[src/rtl/cycirq_pkg.sv]
package cycirq_pkg;

   typedef enum logic {
      STEP_UP   = 1'b0,
      STEP_DOWN = 1'b1
   } step_dir_e;

   typedef struct packed {
      logic      go;
      step_dir_e dir;
   } step_req_t;

endpackage

[src/rtl/cycirq_decode.sv]
module cycirq_decode #(
   parameter int unsigned          ADDR_W    = 16,
   parameter int unsigned          NUM_LANES = 2,
   parameter logic [ADDR_W-1:0]    ADDR_MASK = 16'h8C17,
   parameter logic [ADDR_W-1:0]    BASE_ADDR = 16'h8800
) (
   input  logic                 wr_en,
   input  logic [ADDR_W-1:0]    wr_addr,
   output logic [NUM_LANES-1:0] lane_we,
   output logic                 any_we
);

   logic [ADDR_W-1:0] masked_addr;

   assign masked_addr = wr_addr & ADDR_MASK;

   for (genvar g = 0; g < NUM_LANES; g++) begin : g_lane
      localparam logic [ADDR_W-1:0] LANE_ADDR = BASE_ADDR + ADDR_W'(g);
      assign lane_we[g] = wr_en && (masked_addr == LANE_ADDR);
   end

   assign any_we = |lane_we;

endmodule

[src/rtl/cycirq_counter.sv]
module cycirq_counter
   import cycirq_pkg::*;
#(
   parameter int unsigned CNT_W  = 16,
   parameter int unsigned DATA_W = 8,
   localparam int unsigned NUM_LANES = CNT_W / DATA_W
) (
   input  logic                 clk,
   input  logic                 rst_n,
   input  logic [NUM_LANES-1:0] lane_we,
   input  logic                 any_we,
   input  logic [DATA_W-1:0]    wr_data,
   input  step_req_t            step_req,
   output logic [CNT_W-1:0]     cnt_q,
   output logic                 zero_hit
);

   logic [CNT_W-1:0] cnt_next;
   logic [CNT_W-1:0] stepped;
   logic             step_go;

   assign step_go = step_req.go && !any_we && (cnt_q != '0);
   assign stepped = (step_req.dir == STEP_DOWN) ? (cnt_q - CNT_W'(1))
                                                : (cnt_q + CNT_W'(1));
   assign zero_hit = step_go && (stepped == '0);

   for (genvar g = 0; g < NUM_LANES; g++) begin : g_lane
      always_comb begin
         if (any_we) begin
            cnt_next[g*DATA_W +: DATA_W] = lane_we[g] ? wr_data
                                                      : cnt_q[g*DATA_W +: DATA_W];
         end else if (step_go) begin
            cnt_next[g*DATA_W +: DATA_W] = stepped[g*DATA_W +: DATA_W];
         end else begin
            cnt_next[g*DATA_W +: DATA_W] = cnt_q[g*DATA_W +: DATA_W];
         end
      end
   end

   always_ff @(posedge clk or negedge rst_n) begin
      if (!rst_n) cnt_q <= '0;
      else        cnt_q <= cnt_next;
   end

endmodule

[src/rtl/cycirq_flags.sv]
module cycirq_flags (
   input  logic clk,
   input  logic rst_n,
   input  logic ack_we,
   input  logic arm_we,
   input  logic arm_sel,
   input  logic zero_hit,
   output logic en_q,
   output logic pend_q
);

   always_ff @(posedge clk or negedge rst_n) begin
      if (!rst_n) begin
         en_q <= 1'b0;
      end else if (arm_we) begin
         en_q <= arm_sel;
      end else if (zero_hit) begin
         en_q <= 1'b0;
      end
   end

   always_ff @(posedge clk or negedge rst_n) begin
      if (!rst_n) begin
         pend_q <= 1'b0;
      end else if (ack_we) begin
         pend_q <= 1'b0;
      end else if (zero_hit) begin
         pend_q <= 1'b1;
      end
   end

endmodule

[src/rtl/cycirq_top.sv]
module cycirq_top
   import cycirq_pkg::*;
#(
   parameter int unsigned       ADDR_W    = 16,
   parameter int unsigned       DATA_W    = 8,
   parameter int unsigned       CNT_W     = 16,
   parameter logic [ADDR_W-1:0] ADDR_MASK = 16'h8C17,
   parameter logic [ADDR_W-1:0] BASE_ADDR = 16'h8800
) (
   input  logic              clk,
   input  logic              rst_n,
   input  logic              cyc_strobe,
   input  logic              wr_en,
   input  logic [ADDR_W-1:0] wr_addr,
   input  logic [DATA_W-1:0] wr_data,
   input  logic              arm_sel,
   input  logic              count_down,
   output logic              irq_n
);

   localparam int unsigned NUM_LANES = CNT_W / DATA_W;
   localparam int unsigned TOP_LANE  = NUM_LANES - 1;

   if ((CNT_W % DATA_W) != 0) begin : g_bad_split
      $error("counter width must be a multiple of the data width");
   end
   if (NUM_LANES < 2) begin : g_bad_lanes
      $error("counter needs at least two byte lanes");
   end
   if ((BASE_ADDR & ~ADDR_MASK) != '0) begin : g_bad_base
      $error("base address has bits outside the decode mask");
   end

   logic [NUM_LANES-1:0] lane_we;
   logic                 any_we;
   logic [CNT_W-1:0]     cnt_q;
   logic                 zero_hit;
   logic                 en_q;
   logic                 pend_q;
   step_req_t            step_req;

   cycirq_decode #(
      .ADDR_W    (ADDR_W),
      .NUM_LANES (NUM_LANES),
      .ADDR_MASK (ADDR_MASK),
      .BASE_ADDR (BASE_ADDR)
   ) decode_i (
      .wr_en   (wr_en),
      .wr_addr (wr_addr),
      .lane_we (lane_we),
      .any_we  (any_we)
   );

   assign step_req.go  = en_q && cyc_strobe;
   assign step_req.dir = count_down ? STEP_DOWN : STEP_UP;

   cycirq_counter #(
      .CNT_W  (CNT_W),
      .DATA_W (DATA_W)
   ) counter_i (
      .clk      (clk),
      .rst_n    (rst_n),
      .lane_we  (lane_we),
      .any_we   (any_we),
      .wr_data  (wr_data),
      .step_req (step_req),
      .cnt_q    (cnt_q),
      .zero_hit (zero_hit)
   );

   cycirq_flags flags_i (
      .clk      (clk),
      .rst_n    (rst_n),
      .ack_we   (lane_we[0]),
      .arm_we   (lane_we[TOP_LANE]),
      .arm_sel  (arm_sel),
      .zero_hit (zero_hit),
      .en_q     (en_q),
      .pend_q   (pend_q)
   );

   assign irq_n = ~pend_q;

endmodule

[config.mk]
export PLATFORM = sky130hd
export DESIGN_NAME = cycirq_top
export DESIGN_NICKNAME = d
export VERILOG_FILES = /design/src/rtl/cycirq_pkg.sv /design/src/rtl/cycirq_decode.sv /design/src/rtl/cycirq_counter.sv /design/src/rtl/cycirq_flags.sv /design/src/rtl/cycirq_top.sv
export SDC_FILE = /design/constraint.sdc
export NUM_CORES = 1
export LEC_CHECK = 0
export ABC_CLOCK_PERIOD_IN_PS = 2800
export BUFFER_PORTS_ARGS = -buffer_cell sky130_fd_sc_hd__buf_2
export CORE_MARGIN = 2
export CORE_UTILIZATION = 51
export CTS_CLUSTER_SIZE = 20
export DETAILED_ROUTE_END_ITERATION = 7
export GPL_ROUTABILITY_DRIVEN = 0
export GPL_TIMING_DRIVEN = 0
export HOLD_SLACK_MARGIN = 0.08
export PLACE_DENSITY_LB_ADDON = 0.2
export SYNTH_ARGS = -nofsm -noshare
export SYNTH_HDL_FRONTEND = slang
export SYNTH_HIERARCHICAL = 1
export SYNTH_SLANG_ARGS = --single-unit
[constraint.sdc]
create_clock -name clk -period 2.8 [get_ports clk]
set_input_delay 0.28 -clock clk [delete_from_list [all_inputs] [get_ports clk]]
set_output_delay 0.28 -clock clk [all_outputs]
set_load 0.05 [all_outputs]
# Word-level counts from Yosys, hierarchy flattened
# Index checks and enable logic that the tools add are counted.
# classes
addsub	2
n_eq_ne	4
n_mux	12
bitwise_logic	1
n_reduce_logical	15
# ops
op	count
two-way mux 8 bit	6
adder 16 x 1 -> 16 bit (second input constant)	1
zero test 16 bit	1
two-way mux 16 bit	1
nonzero test 16 bit	1
subtractor 16 x 1 -> 16 bit (second input constant)	1
== test 7 bit (second input constant)	2
logical AND 1 bit	6
nonzero test 2 bit	3
two-way mux 1 bit	5
!= test 2 x 1 -> 1 bit (second input constant)	2
AND reduction 2 bit	2
OR reduction 2 bit	1
zero test 1 bit	1
inverter 1 bit	1
# totals
reg_bits	18
output_inout_bits	1
wordCells	38

# Depth between registers and ports, before layout
# Gate-level depths: netlist of run 1.
# depth
word_depth	9
ltp_mapped	11
depth_no_buf	10

# Hierarchy
# The synthesis of run 1 kept the hierarchy.
# by_module_without_submodules
mod	n_inst	cells_each	area_per_inst_um2	seq_area_each_um2
cycirq_counter	1	189	1616.6	400.4
cycirq_decode	1	6	77.6	0.0
cycirq_flags	1	6	70.1	50.0
cycirq_top	1	2	10.0	0.0

# Worst setup path after synthesis of run 1
# OpenSTA, ideal clock, no wires.
# synth_path
path_type	register to register
from	reg counter_i.cnt_q[0]
to	reg flags_i.en_q
t_arrival_ns	2.643
t_required_ns	2.679
setup_slack_ns	0.036
stages_incl_launch_ff	11
path_cell_list	dfrtp_1 fa_1 a21o_1 a2111oi_4 o31ai_1 a221o_1 xnor2_2 nand2_1 nor4_2 nor2_1 a22o_1
# synth_between
elab_chain_len	5
elab_cells_between_ends	8
classes_between	add/sub (2); mux (1); reduce/logical (5)
# synth_rtl
element	line	source
start: declaration	cycirq_counter.sv:14	output logic [CNT_W-1:0] cnt_q,
start signal: assignment	cycirq_counter.sv:42	else cnt_q <= cnt_next;
adder 16 x 1 -> 16 bit / subtractor 16 x 1 -> 16 bit (equally long branches)	cycirq_counter.sv:24, cycirq_counter.sv:23	
two-way mux 16 bit	cycirq_counter.sv:23	assign stepped = (step_req.dir == STEP_DOWN) ? (cnt_q - CNT_W'(1))
zero test 16 bit	cycirq_counter.sv:25	assign zero_hit = step_go && (stepped == '0);
logical AND 1 bit (*)	cycirq_counter.sv:25	
net zero_hit	cycirq_top.sv:37	logic zero_hit;
nonzero test 2 bit (no source line) (*)	-	
end signal: assignment	cycirq_flags.sv:16	en_q <= arm_sel;
end: declaration	cycirq_flags.sv:8	output logic en_q,
# The timed path passes the listed nets; every way through them passes the cells marked *.
# A chain may end at the register's enable or synchronous reset.

# Worst setup path after layout of run 1
# Same ends and word-level chain as after synthesis.

==> impl_results.rst, run 1 <==
.. list-table::
   :header-rows: 1

   * - Metric
     - Value
   * - Result of the run
     - complete, but fails checks
   * - Violated checks
     - setup timing
   * - Instance count of the mapped netlist
     - 203
   * - Kind of critical path
     - reg2reg
   * - Final setup violating endpoints
     - 1
   * - Synthesized area per cell
     - 8.74 um2
   * - Worst-skew pair later-pin latency
     - 0.29 ns
   * - Area grow syn2layout
     - 21.4%
   * - Mapped Area
     - 1770 um2
   * - Total Nets Final
     - 285
   * - Critical Path RT
     - 2.98 ns
   * - Fraction of synthesized cell area taken by the top area cell type
     - 25.4%
   * - Floorplan die area
     - 3970 um2
   * - Fraction of the mapped netlist area in compound gates
     - 28.6%
   * - Crit path time final
     - 2.80 ns
   * - Length of the first detailed-routing pass in iterations
     - 4
   * - Routed vias/inst
     - 5.99
   * - Post-synthesis share of cell area spent on full adders, half adders and majority gates
     - 11.7%
   * - Hold Slack
     - 0.229 ns
   * - Cells along the critical path
     - fa_2 -> a21o_4 -> a2111oi_4 -> buf_4 -> o31ai_2 -> a221o_1 -> xnor2_2 -> nand2_2 -> nor4_4 -> nor2_1 -> a22o_1
   * - Non-filler cells in the finished layout
     - 283
   * - Fraction of met2 tracks used by global routing
     - 41.8%
   * - Remaining global-route overflow
     - 0
   * - Diodes inserted
     - 0
   * - Final cycle utilization of the critical path
     - 100%
   * - Dominant combinational cell family by area after synthesis
     - compound AO/OA/AOI/OAI gates
   * - Async set-or-reset flop fraction in the synthesized netlist
     - 100%
   * - Number of hold violations in the final report
     - 0
   * - Maximum capacitance violations
     - 0
   * - Slowest cell on the critical path
     - dfrtp_2
   * - Footprint of the multi-input gates
     - 1400 um2
   * - Most crowded layer after global routing
     - met2
   * - Setup repair after global routing missed its margin
     - yes
   * - Depth of the CTS H-tree
     - 1
   * - Largest driver fanout on the critical path
     - 3
   * - Global routing met1 resource utilization
     - 31.1%
   * - Final core area utilization
     - 64.5%
   * - Multiplexer area fraction after synthesis
     - 1.90%
   * - Met3 usage in global routing
     - 2.52%
   * - Width of the chip
     - 63.0 um
   * - Die Ht
     - 63.0 um
   * - Syn nets
     - 249
   * - Number of top-level pins
     - 31
   * - Share of synthesized cell area in and, or, nand and nor gates
     - 23.8%
   * - Buffer levels on the longest clock path
     - 2
   * - Power Dens Cells
     - 1120 nW/um2
   * - Element type at the critical path end
     - register
   * - Final Max Tran Viols
     - 0
   * - Drt wl/cell
     - 15.9 um
   * - Clock-pin slew reported for the worst setup and hold paths after clock tree synthesis
     - 0.10 ns
   * - Sum Neg Setup Slack
     - -0.00400 ns
   * - Instance count after placement with tap cells included
     - 270
   * - Clock net sink count
     - 18
   * - Initial DRC count
     - 125
   * - Global Route Usage Sum
     - 24.1%
   * - Final worst clock skew
     - 0.00803 ns
   * - Static leakage power
     - 0.895 nW
   * - Number of warnings reported in the yosys synthesis log
     - 6
   * - Most frequent cells in the layout
     - nor2_1, buf_2, a21oi_1
   * - Placed wire-length estimate
     - 3.39 mm
   * - DRC errors left
     - 0
   * - Antenna violations before repair
     - 0
   * - Number of enable-type register cells in the synthesized netlist
     - 0
   * - Path category of the worst min-delay check
     - in2reg
   * - Flop and latch count out of synthesis
     - 18
   * - CTS tree
     - yes
   * - Starting utilization of the core area
     - 53.2%
   * - Fraction of the yosys area taken by sequential cells
     - 25.4%
   * - Number of vias after detailed routing
     - 1696
   * - Via count of the first global-routing pass
     - 1601
   * - Global-route wire length before repair
     - 7.54 mm
   * - DRT Wirelength
     - 4.49 mm
   * - Total area of sequential cells
     - 452 um2
   * - Maximum vdd drop
     - 0.532 mV
   * - Buffers on Ports
     - 21
   * - Prevailing post-synth register cell
     - dfrtp_1
   * - Core box area
     - 3340 um2
   * - Row count
     - 21
   * - Clk Tree Root Cell
     - clkbuf_4
   * - Stage delay of the slowest cell on the critical path
     - 0.43 ns
   * - Fill count
     - 295
   * - Final worst-path setup slack
     - -0.00400 ns
   * - Highest clock frequency the design can meet
     - 357 MHz
   * - Fraction of synthesized cell area in xor and xnor cells
     - 6.35%
   * - Largest net degree at the start of global routing
     - 19
   * - Most area-consuming cells after synthesis
     - dfrtp_1, ha_1, a21oi_1
   * - Fraction of final layout cells sized beyond drive strength 1
     - 27.8%
   * - Least-Margin Pin Slew
     - 0.499 ns
   * - TritonCTS buffer count
     - 3
   * - Relative slew slack
     - 66.4%
   * - Synth unique cells
     - 47
   * - DRT antenna net count
     - 0
   * - Cell type with the highest aggregate area in the netlist
     - dfrtp_1
   * - Total power draw
     - 2.40 mW
   * - Startpoint types
     - register
   * - Worst path arrival time
     - 2.99 ns
==> worst paths after layout <==
path | startpoint | to | slack (ns) | cells after the start
worst min register to register | flags_i/en_q | flags_i/en_q | 0.51 | 1
worst max register to register | counter_i/cnt_q[0] | flags_i/en_q | -0.004 | 11
max in group asynchronous | rst_n | counter_i/cnt_q[0] | 2.07 | 2
worst max-delay path | counter_i/cnt_q[0] | flags_i/en_q | -0.004 | 11
worst min-delay path | arm_sel | flags_i/en_q | 0.23 | 2
min in group asynchronous | rst_n | counter_i/cnt_q[2] | 0.43 | 2
==> logic make-up after synthesis <==
kind of cell / Yosys count
AND/OR/NAND/NOR: 75
AO/OA/AOI/OAI: 68
flip-flops: 18
adder cells (fa/ha/maj): 16
XOR/XNOR: 12
buffers and inverters: 11
multiplexers: 3
==> power by group <==
| part | internal (mW) | switching [mW] | leakage [nW] |
|---|---|---|---|
| Sequential | 0.380 | 0.134 | 0.213 |
| Clock | 0.0501 | 0.0773 | 0.0138 |
| Combinational | 0.803 | 0.961 | 0.668 |
| Total | 1.23 | 1.17 | 0.895 |
==> area by class of cell <==
type | instances | share of cell area (%)
Clock buffer | 3 | 1.05
Buffer | 6 | 1.05
Inverter | 5 | 0.872
Sequential cell | 18 | 21.0
Tap cell | 46 | 2.67
Multi-Input combinational cell | 174 | 64.9
Timing Repair Buffer | 31 | 8.48
==> Yosys cell counts (4+ instances only) <==
cell type,count
a21o_1,7
a21oi_1,19
and2_1,4
clkbuf_1,5
dfrtp_1,18
ha_1,15
inv_1,5
nand2_1,18
nand4_1,4
nor2_1,21
nor3_1,5
nor4_1,6
o211ai_1,5
o21a_1,8
o21ai_0,4
o31ai_1,4
xnor2_1,8
==> critical path, delay by kind of cell, from the launching register on <==
| kind | cells | cell delay [ns] |
|---|---|---|
| buf+inv | 1 | 0.18 |
| flops | 1 | 0.43 |
| xor+xnor | 1 | 0.17 |
| fa+ha+maj | 1 | 0.40 |
| simple gates | 3 | 0.33 |
| compound gates | 5 | 1.19 |
==> routing by layer <==
metal / up-vias / wire length (um)
met5: - / 0
met4: 0 / 39
met3: 4 / 195
met2: 49 / 2190
met1: 803 / 2060
li1: 840 / -
==> flip-flops by register name (all words and copies together) (netlist names) <==
| signal | count |
|---|---|
| counter_i/cnt_q | 16 |
| flags_i/en_q | 1 |
| flags_i/pend_q | 1 |
==> per-stage QoR <==
stage                     worst slack, ns  area (um2)
after CTS                         0.00150        2080
final                            -0.00400        2150
after global placement             -0.296        1940
after detailed placement           -0.301        1940
after floorplan                    0.0362        1770
after global routing               -0.105        2150
==> what timing repair did <==
action | CTS | global route
pin swaps | 10 | 3
gates resized for setup | 11 | 8
hold buffers | 1 | 0
buffers inserted | 4 | 5
cloned | 0 | 0
endpoints found under the hold margin | 18 | 0
setup endpoints to repair | 2 | 2
(Power assumes the default switching activity.)
==> inputs of run 2 (changes only) <==
--- a/config.mk
+++ b/config.mk
@@ -15,6 +15,7 @@
 export GPL_TIMING_DRIVEN = 0
 export HOLD_SLACK_MARGIN = 0.08
 export PLACE_DENSITY_LB_ADDON = 0.2
+export REMOVE_ABC_BUFFERS = 1
 export SYNTH_ARGS = -nofsm -noshare
 export SYNTH_HDL_FRONTEND = slang
 export SYNTH_HIERARCHICAL = 1
==> constraint.sdc (replaced) <==
create_clock -name clk -period 2.8 [get_ports clk]
set_input_delay 0.56 -clock clk [delete_from_list [all_inputs] [get_ports clk]]
set_output_delay 0.56 -clock clk [all_outputs]
set_load 0.05 [all_outputs]
==> run 2 against run 1 <==
The flow still finishes with violations (setup timing). Largest cell class unchanged. Critical path type unchanged. Cell count shrank 1.1%. Largest power group unchanged. Critical path depth shrank 1. Clock skew grew 0.0013 ns. Combinational power grew 5%. Critical endpoint unchanged. Highest routed layer unchanged.
==> impl_results.rst, run 2 (synthesis results as in run 1) <==
.. list-table::
   :header-rows: 1

   * - Metric
     - Value
   * - Die Ht
     - 63.0 um (unchanged)
   * - Diodes inserted
     - 0 (unchanged)
   * - Final Max Tran Viols
     - 0 (unchanged)
   * - Buffers on Ports
     - 21 (unchanged)
   * - Result of the run
     - complete, but fails checks (unchanged)
   * - Violated checks
     - setup timing (unchanged)
   * - Final worst-path setup slack
     - -0.0497 ns (was -0.00400 ns)
   * - Global routing met1 resource utilization
     - 31.7% (was 31.1%)
   * - Via count of the first global-routing pass
     - 1595 (was 1601)
   * - Combinational Power Share
     - 73.6% (was 73.4%)
   * - Least-Margin Pin Slew
     - 0.579 ns (was 0.499 ns)
   * - Global Route Usage Sum
     - 23.3% (was 24.1%)
   * - Final cycle utilization of the critical path
     - 102% (was 100%)
   * - Worst reg2reg endpoint
     - flags_i/en_q (unchanged)
   * - Stage delay of the slowest cell on the critical path
     - 0.45 ns (was 0.43 ns)
   * - DRT Wirelength
     - 4.57 mm (was 4.49 mm)
   * - Reported net switching power
     - 1.19 mW (was 1.17 mW)
   * - Largest register by flop count
     - counter_i/cnt_q (unchanged)
   * - Hold buffer count at CTS
     - 0 (was 1)
   * - Length of the first detailed-routing pass in iterations
     - 4 (unchanged)
   * - Area grow syn2layout
     - 23.4% (was 21.4%)
   * - Final setup violating endpoints
     - 1 (unchanged)
   * - Critical Path RT
     - 2.99 ns (was 2.98 ns)
   * - Most crowded layer after global routing
     - met2 (unchanged)
   * - Family with the most delay on the worst path
     - compound AO/OA/AOI/OAI gates (unchanged)
   * - Reg2reg setup slack
     - -0.05 ns (was -0.004 ns)
   * - Static leakage power
     - 0.915 nW (was 0.895 nW)
   * - Row count
     - 21 (unchanged)
   * - Number of top-level pins
     - 31 (unchanged)
   * - Placed wire-length estimate
     - 3.41 mm (was 3.39 mm)
   * - Kind of critical path
     - reg2reg (unchanged)
   * - Crit Reg-Reg Startpoint
     - counter_i/cnt_q[1] (was counter_i/cnt_q[0])
   * - Clk Tree Root Cell
     - clkbuf_4 (unchanged)
   * - Most common cell type on the critical path
     - nor2_1
   * - Clock-pin slew reported for the worst setup and hold paths after clock tree synthesis
     - 0.10 ns (about the same)
   * - Largest net degree at the start of global routing
     - 19 (unchanged)
   * - Switch share
     - 47.3% (was 48.7%)
   * - Placement-stage cell area
     - 1910 um2 (was 1940 um2)
   * - DRT antenna net count
     - 0 (unchanged)
   * - Element type at the critical path end
     - register (unchanged)
   * - Buffer levels on the longest clock path
     - 2 (unchanged)
   * - CTS tree
     - yes (unchanged)
   * - Most frequent cells in the layout
     - nor2_1, buf_2, a21oi_1 (unchanged)
   * - Biggest regs
     - counter_i/cnt_q x16, flags_i/en_q x1, flags_i/pend_q x1 (unchanged)
   * - Total power draw
     - 2.51 mW (was 2.40 mW)
   * - Clock net sink count
     - 18 (unchanged)
   * - Core box area
     - 3340 um2 (unchanged)
   * - DRC errors left
     - 0 (unchanged)
   * - Met3 usage in global routing
     - 3.60% (was 2.52%)
   * - Routed vias/inst
     - 6.08 (was 5.99)
   * - TritonCTS buffer count
     - 3 (unchanged)
   * - Relative slew slack
     - 61.1% (was 66.4%)
   * - Worst-skew pair later-pin latency
     - 0.29 ns (about the same)
   * - Number of flip-flops under the largest register name
     - 16 (unchanged)
   * - Cells along the critical path
     - fa_2 -> a21o_4 -> a2111oi_4 -> nor4_2 -> o31ai_2 -> and3_1 -> nor2_1 -> nor4_4 -> nor2_1 -> a22o_1 (was fa_2 -> a21o_4 -> a2111oi_4 -> buf_4 -> o31ai_2 -> a221o_1 -> xnor2_2 -> nand2_2 -> nor4_4 -> nor2_1 -> a22o_1)
   * - Crit path time final
     - 2.85 ns (was 2.80 ns)
   * - Depth of the CTS H-tree
     - 1 (unchanged)
   * - Starting utilization of the core area
     - 53.2% (unchanged)
   * - Largest driver fanout on the critical path
     - 3 (unchanged)
   * - Hold Slack
     - 0.186 ns (was 0.229 ns)
   * - Most common cell after layout, fill and taps aside
     - nor2_1
   * - Total area of sequential cells
     - 453 um2 (was 452 um2)
   * - Maximum capacitance violations
     - 0 (unchanged)
   * - Footprint of the multi-input gates
     - 1420 um2 (was 1400 um2)
   * - Flop pwr share
     - 20.2% (was 21.3%)
   * - Remaining global-route overflow
     - 0 (unchanged)
   * - Width of the chip
     - 63.0 um (unchanged)
   * - Fill count
     - 289 (was 295)
   * - Worst path buffer plus inverter count
     - 0 (was 1)
   * - Int Pwr
     - 1.32 mW (was 1.23 mW)
   * - Drt wl/cell
     - 16.3 um (was 15.9 um)
   * - Slowest cell on the critical path
     - dfrtp_2 (unchanged)
   * - Antenna violations before repair
     - 0 (unchanged)
   * - Total Nets Final
     - 281 (was 285)
   * - Power Dens Cells
     - 1150 nW/um2 (was 1120 nW/um2)
   * - Startpoint types
     - register (unchanged)
   * - Final worst clock skew
     - 0.00937 ns (was 0.00803 ns)
   * - Highest clock frequency the design can meet
     - 351 MHz (was 357 MHz)
   * - Maximum vdd drop
     - 0.702 mV (was 0.532 mV)
   * - Global-route wire length before repair
     - 7.40 mm (was 7.54 mm)
   * - Path category of the worst min-delay check
     - in2async (was in2reg)
   * - Fraction of met2 tracks used by global routing
     - 39.5% (was 41.8%)
   * - Area of all placed cells without fillers
     - 2190 um2 (was 2150 um2)
   * - Floorplan die area
     - 3970 um2 (unchanged)
   * - Worst reg-to-reg path cell count
     - 10 (was 11)
   * - Number of hold violations in the final report
     - 0 (unchanged)
   * - Setup repair after global routing missed its margin
     - yes (unchanged)
   * - Number of vias after detailed routing
     - 1702 (was 1696)
   * - Sum Neg Setup Slack
     - -0.0497 ns (was -0.00400 ns)
   * - Fraction of final layout cells sized beyond drive strength 1
     - 30.8% (was 27.8%)
   * - Clock group share of total power
     - 6.1% (was 5.3%)
   * - Initial DRC count
     - 127 (was 125)
   * - Worst path arrival time
     - 3.04 ns (was 2.99 ns)
-- run 2: what timing repair did --
item                                    CTS  global route
endpoints found under the setup margin   18             2
buffers inserted                          7             5
pin swaps                                11            13
gates resized for setup                  16            10
-- run 2: metrics by stage --
| stage | setup slack, ns | utilization (%) | cells |
|---|---|---|---|
| floorplan | -0.173 | - | 197 |
| global placement | -0.847 | 57.4 | 264 |
| detailed placement | -0.893 | 57.4 | 264 |
| CTS | 0.00221 | 62.8 | 275 |
| global route | -0.203 | 65.6 | 280 |
| finish | -0.0497 | 65.6 | 280 |
-- run 2: cell type report --
class                      count  share of cell area (%)
timing repair buffer          33                    9.37
sequential                    18                    20.7
tap                           46                    2.63
clock buffer                   4                    1.66
inverter                       5                   0.857
multi-input combinational    174                    64.8
-- run 2: worst max path at each step --
stage                                   from                  end  slack, ns  depth (start not counted)
after floorplan                  wr_addr[10]  counter_i/cnt_q[13]      -0.17                          6
after global placement           wr_addr[10]  counter_i/cnt_q[13]      -0.85                          7
after detailed placement         wr_addr[10]   counter_i/cnt_q[7]      -0.89                          7
final                     counter_i/cnt_q[1]         flags_i/en_q      -0.05                         10
after CTS                 counter_i/cnt_q[0]         flags_i/en_q      0.002                         10
after global routing      counter_i/cnt_q[1]         flags_i/en_q      -0.20                         10
-- run 2: power groups by stage --
stage                     clock network (mW)  logic [mW]  registers, mW
after floorplan                            0        1.21          0.469
after global placement                     0        1.42          0.509
after detailed placement                   0        1.47          0.512
after CTS                              0.162        1.66          0.504
after global routing                   0.176        2.02          0.522
final                                  0.154        1.85          0.509
-- run 2: per-layer routing --
metal,vias to the layer above,share of wire (%)
li1,836,-
met1,796,42
met2,62,49
met3,8,6.7
met4,0,1.5
met5,-,0
